--- config.mk ---
export PLATFORM = sky130hd
export DESIGN_NAME = rx_addr_filter
export DESIGN_NICKNAME = d
export VERILOG_FILES = /design/src/rtl/rxf_pkg.sv /design/src/rtl/rxf_collect.sv /design/src/rtl/rxf_exact.sv /design/src/rtl/rxf_hash.sv /design/src/rtl/rx_addr_filter.sv
export SDC_FILE = /design/constraint.sdc
export NUM_CORES = 2
export LEC_CHECK = 0
export CORE_MARGIN = 4
export CORE_UTILIZATION = 45
export DETAILED_ROUTE_END_ITERATION = 10
export GPL_TIMING_DRIVEN = 0
export PLACE_DENSITY_LB_ADDON = 0.12
export SLEW_MARGIN = 0
export SYNTH_ARGS = -nofsm -noshare
export SYNTH_HDL_FRONTEND = slang
export SYNTH_SLANG_ARGS = --single-unit
--- constraint.sdc ---
create_clock -name clk -period 5.45 [get_ports clk]
set_clock_uncertainty 0.05 [all_clocks]
set_input_delay 1.09 -clock clk [delete_from_list [all_inputs] [get_ports clk]]
set_output_delay 1.09 -clock clk [all_outputs]
set_load 0.05 [all_outputs]
--- src/rtl/rxf_pkg.sv ---
// Shared types and the byte-wide CRC step for the receive address filter.
// Assumes bytes are fed LSB first into a reflected CRC-32.
package rxf_pkg;

    localparam logic [31:0] CRC_POLY_REFL = 32'hEDB8_8320;
    localparam logic [31:0] CRC_SEED      = 32'hFFFF_FFFF;

    // Mode word layout, bit 3 down to bit 0.
    typedef struct packed {
        logic rx_all;
        logic hash_mc;
        logic pass_mc;
        logic promisc;
    } rxf_mode_t;

    // Advance a reflected CRC-32 by one byte, LSB first.
    function automatic logic [31:0] crc_step(input logic [31:0] c_in, input logic [7:0] d);
        logic [31:0] c;
        c = c_in ^ {24'd0, d};
        for (int k = 0; k < 8; k++) begin
            c = c[0] ? ((c >> 1) ^ CRC_POLY_REFL) : (c >> 1);
        end
        return c;
    endfunction

endpackage

--- src/rtl/rxf_collect.sv ---
// Assembles the six destination bytes and the running CRC.
// Assumes: a byte with sof opens a frame; bytes beyond the sixth or outside
// a frame are ignored. Outputs addr_full/crc_full are valid while last_take=1.
module rxf_collect
    import rxf_pkg::*;
(
    input  logic        clk,
    input  logic        rst_n,
    input  logic        rx_vld,
    input  logic        rx_sof,
    input  logic [7:0]  rx_byte,
    output logic        last_take,
    output logic [47:0] addr_full,
    output logic [31:0] crc_full
);

    localparam int NBYTES = 6;

    logic [47:0] addr_q;
    logic [31:0] crc_q;
    logic [2:0]  cnt_q;
    logic        open_q;
    logic [2:0]  idx;
    logic        take;
    logic [31:0] crc_base;

    // Pick the byte slot and decide whether this byte belongs to a frame.
    always_comb begin
        idx       = rx_sof ? 3'd0 : cnt_q;
        take      = rx_vld && (rx_sof || open_q);
        last_take = take && (idx == 3'(NBYTES - 1));
        crc_base  = rx_sof ? CRC_SEED : crc_q;
    end

    // Store bytes, advance the CRC and track the byte count.
    always_ff @(posedge clk) begin
        if (!rst_n) begin
            addr_q <= '0;
            crc_q  <= CRC_SEED;
            cnt_q  <= '0;
            open_q <= 1'b0;
        end else if (take) begin
            addr_q[idx*8 +: 8] <= rx_byte;
            crc_q              <= crc_step(crc_base, rx_byte);
            cnt_q              <= idx + 3'd1;
            open_q             <= !last_take;
        end
    end

    // Full address and CRC including the byte arriving this cycle.
    always_comb begin
        addr_full         = addr_q;
        addr_full[47:40]  = rx_byte;
        crc_full          = crc_step(crc_q, rx_byte);
    end

endmodule

--- src/rtl/rxf_exact.sv ---
// Table of exact-match unicast entries, each with its own enable bit.
// Assumes: entry i low word at address 2*i, high half and enable at 2*i+1.
module rxf_exact #(
    parameter int NUM_ENT = 16,
    parameter int AW      = $clog2(2 * NUM_ENT) + 1
) (
    input  logic          clk,
    input  logic          rst_n,
    input  logic          cfg_we,
    input  logic [AW-1:0] cfg_addr,
    input  logic [31:0]   cfg_wdata,
    input  logic [47:0]   addr,
    output logic          hit
);

    logic [NUM_ENT-1:0] hit_vec;
    logic               unused_bits;

    assign unused_bits = ^cfg_wdata[30:16];

    for (genvar i = 0; i < NUM_ENT; i++) begin : g_ent
        localparam logic [AW-1:0] LO_ADR = AW'(2 * i);
        localparam logic [AW-1:0] HI_ADR = AW'(2 * i + 1);
        logic [47:0] val_q;
        logic        en_q;

        // Load this entry from the configuration port.
        always_ff @(posedge clk) begin
            if (!rst_n) begin
                val_q <= '0;
                en_q  <= 1'b0;
            end else if (cfg_we && cfg_addr == LO_ADR) begin
                val_q[31:0] <= cfg_wdata;
            end else if (cfg_we && cfg_addr == HI_ADR) begin
                val_q[47:32] <= cfg_wdata[15:0];
                en_q         <= cfg_wdata[31];
            end
        end

        // Compare the destination against this entry.
        assign hit_vec[i] = en_q && (val_q == addr);
    end

    assign hit = |hit_vec;

endmodule

--- src/rtl/rxf_hash.sv ---
// 64-bit multicast hash table split across a low and a high word.
// Assumes crc is the final reflected CRC of the six address bytes.
module rxf_hash #(
    parameter int AW   = 6,
    parameter int BASE = 32
) (
    input  logic          clk,
    input  logic          rst_n,
    input  logic          cfg_we,
    input  logic [AW-1:0] cfg_addr,
    input  logic [31:0]   cfg_wdata,
    input  logic [31:0]   crc,
    output logic          bit_set
);

    localparam logic [AW-1:0] LO_ADR = AW'(BASE);
    localparam logic [AW-1:0] HI_ADR = AW'(BASE + 1);

    logic [31:0] lo_q;
    logic [31:0] hi_q;
    logic [5:0]  hidx;
    logic        unused_bits;

    assign unused_bits = ^crc[31:6];

    // Load the hash words from the configuration port.
    always_ff @(posedge clk) begin
        if (!rst_n) begin
            lo_q <= '0;
            hi_q <= '0;
        end else if (cfg_we && cfg_addr == LO_ADR) begin
            lo_q <= cfg_wdata;
        end else if (cfg_we && cfg_addr == HI_ADR) begin
            hi_q <= cfg_wdata;
        end
    end

    // Index = top six bits of the bit-reversed complemented CRC.
    always_comb begin
        for (int k = 0; k < 6; k++) begin
            hidx[5-k] = ~crc[k];
        end
        bit_set = hidx[5] ? hi_q[hidx[4:0]] : lo_q[hidx[4:0]];
    end

endmodule

--- src/rtl/rx_addr_filter.sv ---
// Receive destination address filter: exact match, multicast hash and modes.
// Assumes one byte per rx_vld, frame opened by rx_sof; one verdict per frame
// the cycle after byte 5. Configuration writes act on the sampling edge.
module rx_addr_filter
    import rxf_pkg::*;
#(
    parameter int NUM_ENT = 16
) (
    input  logic                        clk,
    input  logic                        rst_n,
    input  logic                        rx_vld,
    input  logic                        rx_sof,
    input  logic [7:0]                  rx_byte,
    input  logic                        cfg_we,
    input  logic [$clog2(2*NUM_ENT):0]  cfg_addr,
    input  logic [31:0]                 cfg_wdata,
    output logic                        dec_vld,
    output logic                        dec_accept
);

    localparam int AW       = $clog2(2 * NUM_ENT) + 1;
    localparam int CTL_BASE = 2 * NUM_ENT;
    localparam logic [AW-1:0] MODE_ADR = AW'(CTL_BASE + 2);

    logic        last_take;
    logic [47:0] addr_full;
    logic [31:0] crc_full;
    logic        exact_hit;
    logic        hash_bit;
    logic        is_mc;
    logic        is_bc;
    logic        accept;
    rxf_mode_t   mode_q;
    logic        unused_bits;

    assign unused_bits = ^cfg_wdata[31:4];

    rxf_collect u_col (
        .clk       (clk),
        .rst_n     (rst_n),
        .rx_vld    (rx_vld),
        .rx_sof    (rx_sof),
        .rx_byte   (rx_byte),
        .last_take (last_take),
        .addr_full (addr_full),
        .crc_full  (crc_full)
    );

    rxf_exact #(.NUM_ENT(NUM_ENT), .AW(AW)) u_exact (
        .clk       (clk),
        .rst_n     (rst_n),
        .cfg_we    (cfg_we),
        .cfg_addr  (cfg_addr),
        .cfg_wdata (cfg_wdata),
        .addr      (addr_full),
        .hit       (exact_hit)
    );

    rxf_hash #(.AW(AW), .BASE(CTL_BASE)) u_hash (
        .clk       (clk),
        .rst_n     (rst_n),
        .cfg_we    (cfg_we),
        .cfg_addr  (cfg_addr),
        .cfg_wdata (cfg_wdata),
        .crc       (crc_full),
        .bit_set   (hash_bit)
    );

    // Mode word register.
    always_ff @(posedge clk) begin
        if (!rst_n) begin
            mode_q <= '0;
        end else if (cfg_we && cfg_addr == MODE_ADR) begin
            mode_q <= rxf_mode_t'(cfg_wdata[3:0]);
        end
    end

    // Combine address class, table results and modes into a verdict.
    always_comb begin
        is_mc  = addr_full[0];
        is_bc  = &addr_full;
        accept = mode_q.rx_all || mode_q.promisc || is_bc ||
                 (is_mc ? (mode_q.pass_mc || (mode_q.hash_mc && hash_bit))
                        : exact_hit);
    end

    // Register the verdict one cycle after byte 5.
    always_ff @(posedge clk) begin
        if (!rst_n) begin
            dec_vld    <= 1'b0;
            dec_accept <= 1'b0;
        end else begin
            dec_vld    <= last_take;
            dec_accept <= last_take && accept;
        end
    end

endmodule

==> flow_summary.yaml <==
outcome:
  outcome: "finished with violations"
  violations: "capacitance limit, slew limit, setup timing"
cts:
  numCtsBuffers: 105
  htreeDepth: 3
  clk_path_buf_depth: 3
  cts_tree: "done"
  path_clk_slew_ns: 0.06
  cts_hold_buffers: 0
  clock_latency_ns: 0.74
  cts_root_buffer: "clkbuf_16"
  cts.sinks: 930
global_route:
  grt_max_degree: 14
  grt_util_all_layers: 0.4056
  overflow: 0
  grt_pass1_wl_um: 304600
  grt_pass1_vias: 39000
  antenna_found_initial: 15
synth:
  synth_area_mm2: 0.04551
  synth.avg_cell_area_um2: 8.127
  synthCells: 5600
  ys_seq_area_frac: 0.4091
  synthDistinctLibCells: 60
  async_reset_ff_frac: 0
  syn-num-nets: 5655
  ys_warn_count: 0
  yosys_register_bits: 930
  synth_ff_type: "dfxtp_1"
  synth_edf_count: 0
sta:
  finalSetupViolations: 1
  hold_slack_ns: 0.4089
  fin_crit_sh: 1.018
  finalCriticalPeriod_ns: 5.551
  fmax_mhz: 180.2
  max-slew-margin-rel: -0.1176
  grt_setup_unrepaired: "no"
  worstMarginPinSlew_ns: 1.676
  hold_viol_final: 0
  layout_setup_ws_ns: -0.1007
  slew_violations: 172
routing:
  drtAntennaViolNets: 0
  dr.first_iter.drc_count: 6435
  avgViaCountPerCell: 5.950
  drt_first_pass_iters: 6
  drc: 0
  routed_wl_um: 223400
  wl_per_cell_um: 31.11
  dr_total_vias: 42720
run:
  maxCapViolations: 18
placed_design:
  gp_congestion: 1.013
  dpl_worst_slack_ns: -1.083
  place_area_mm2: 0.04765
  io_buffers: 11
  hpwlAfterDp_um: 145400
layout:
  fillers: 9825
  register_area_mm2: 0.01862
  finish.instance_area_mm2: 0.05133
  areaGrowthSynthToFinish_pct: 12.78
  nNetsFinal: 5784
  final_common_cell: "nand2_1"
  final_cell_mix: "nand2_1, dfxtp_1, a21boi_0"
  drive_above_1_share: 0.05141
  multi_input_area_mm2: 0.02484
critical_path:
  cp_data_arrival_time_ns: 6.04
  critPathKind: "flop to flop"
  reg2regPathDepth: 11
  worst_ep_required_time_ns: 5.94
  ff2ff_setup_slack_ns: -0.10
  cp-end-kind: "flop"
  critPathLaunchType: "flop"
  crit_fanout: 10
power_and_ir_drop:
  powerDensity_mw_per_mm2: 320.5
  combPwrFrac: 0.117
  netSwitchingPower_uw: 4515
  p_seq_frac: 0.420
  p_sw_frac: 0.2745
  power.internal_uw: 11930
  irDropWorstVdd_uv: 229.2
  clkPwrFrac: 0.463
  cellLeakagePower_uw: 0.01818
floorplanning:
  die_w_um: 326.0
  coreArea_mm2: 0.1003
  placementRows: 116
  start_util: 0.4538
  dieHeight_um: 326.0
  die_area_mm2: 0.1063
  ios: 53
hold_path:
  hold_depth: 2
  hold_class: "flop to flop"
[area by class of cell]
cell class / instances / area share
flip-flops and latches: 930 / 0.3627
clock inverters: 43 / 0.01009
clock buffers: 151 / 0.06046
diodes: 7 / 0.0003413
well taps: 1357 / 0.03308
repair buffers: 22 / 0.006557
inverters: 59 / 0.004315
multi-input cells: 4127 / 0.4839
plain buffers: 484 / 0.03854
[path summary, 6_finish.rpt]
check                               start                      endpoint
max          u_col.addr_q[9]$_SDFFE_PN0P_         dec_accept$_SDFF_PN0_
min          u_hash.lo_q[12]$_SDFFE_PN0P_  u_hash.lo_q[12]$_SDFFE_PN0P_
max reg2reg  u_col.addr_q[9]$_SDFFE_PN0P_         dec_accept$_SDFF_PN0_
min reg2reg  u_hash.lo_q[12]$_SDFFE_PN0P_  u_hash.lo_q[12]$_SDFFE_PN0P_
[metrics by stage]
stage	power, µW	cells	utilization	setup TNS [ns]
2_1_floorplan	8157	5600	-	0
3_3_place_gp	8892	6968	0.4718	-6.656
3_5_place_dp	8899	6979	0.4751	-1.083
4_1_cts	16320	7173	0.5115	0
5_1_grt	16700	7173	0.5116	0
6_report	16450	7180	0.5118	-0.1007
[power by group through the flow]
stage	Sequential (µW)	Combinational (µW)	Clock, µW
floorplan	7040	1120	0
global placement	7050	1840	0
detailed placement	7050	1850	0
CTS	6900	1860	7560
global route	6900	1970	7830
finish	6900	1930	7620
[cell families (layout without fill, tap and decap cells)]
group / Yosys count / count (layout) / share of synthesized area
other cells: 0 / 7 / 0
simple gates: 2244 / 2244 / 0.2045
fa+ha+maj: 4 / 4 / 0.001100
mux: 64 / 64 / 0.01674
xor+xnor: 814 / 814 / 0.1579
buf+inv: 543 / 759 / 0.04599
compound gates: 1001 / 1001 / 0.1647
flops: 930 / 930 / 0.4091
[layer usage]
layer | part of all wire | global-route usage | up-vias
met5 | 0.00061 | 0.004982 | -
met4 | 0.085 | 0.2785 | 10
met2 | 0.40 | 0.5695 | 2923
met3 | 0.14 | 0.1422 | 863
li1 | - | - | 18520
met1 | 0.38 | 0.5187 | 20400
[critical path: stages, from the launching register on]
cell and delay (ns):
dfxtp_1 0.31, clkbuf_1 0.89, clkbuf_2 0.90, xnor2_1 0.18
nand4_1 0.17, nor4_1 0.08, nand3_1 0.43, o21ai_0 0.25
nor3_1 0.80, o2111ai_1 0.30, nor3_2 0.79, a2111oi_2 0.13
[repair_timing]
action	CTS	global route
resized for setup	5	1
setup buffers	0	0
setup endpoints to repair	1	1
[cells in the mapped netlist (32+ instances only)]
library cell	instances	area (µm²)
nor4_1	113	706.9
buf_1	43	161.4
xor2_1	378	3311
clkbuf_1	425	1595
nand2_1	1782	6689
a21boi_0	850	6381
nand3_1	36	180.2
inv_1	57	214.0
nor2b_1	51	319.1
xnor2_1	431	3775
o211ai_1	32	240.2
dfxtp_1	930	18620
nor2_1	90	337.8
nand4_1	111	694.4
mux2i_1	54	540.5
[flip-flops by register name, indices dropped and copies added, names as in the netlist]
register             flops
dec_accept               1
dec_vld                  1
mode_q                   4
u_col.addr_q            40
u_col.cnt_q              3
u_col.crc_q             32
u_col.open_q             1
u_exact.g_ent.en_q      16
u_exact.g_ent.val_q    768
u_hash.hi_q             32
u_hash.lo_q             32
Note: power is estimated with default switching activity, not from simulation.
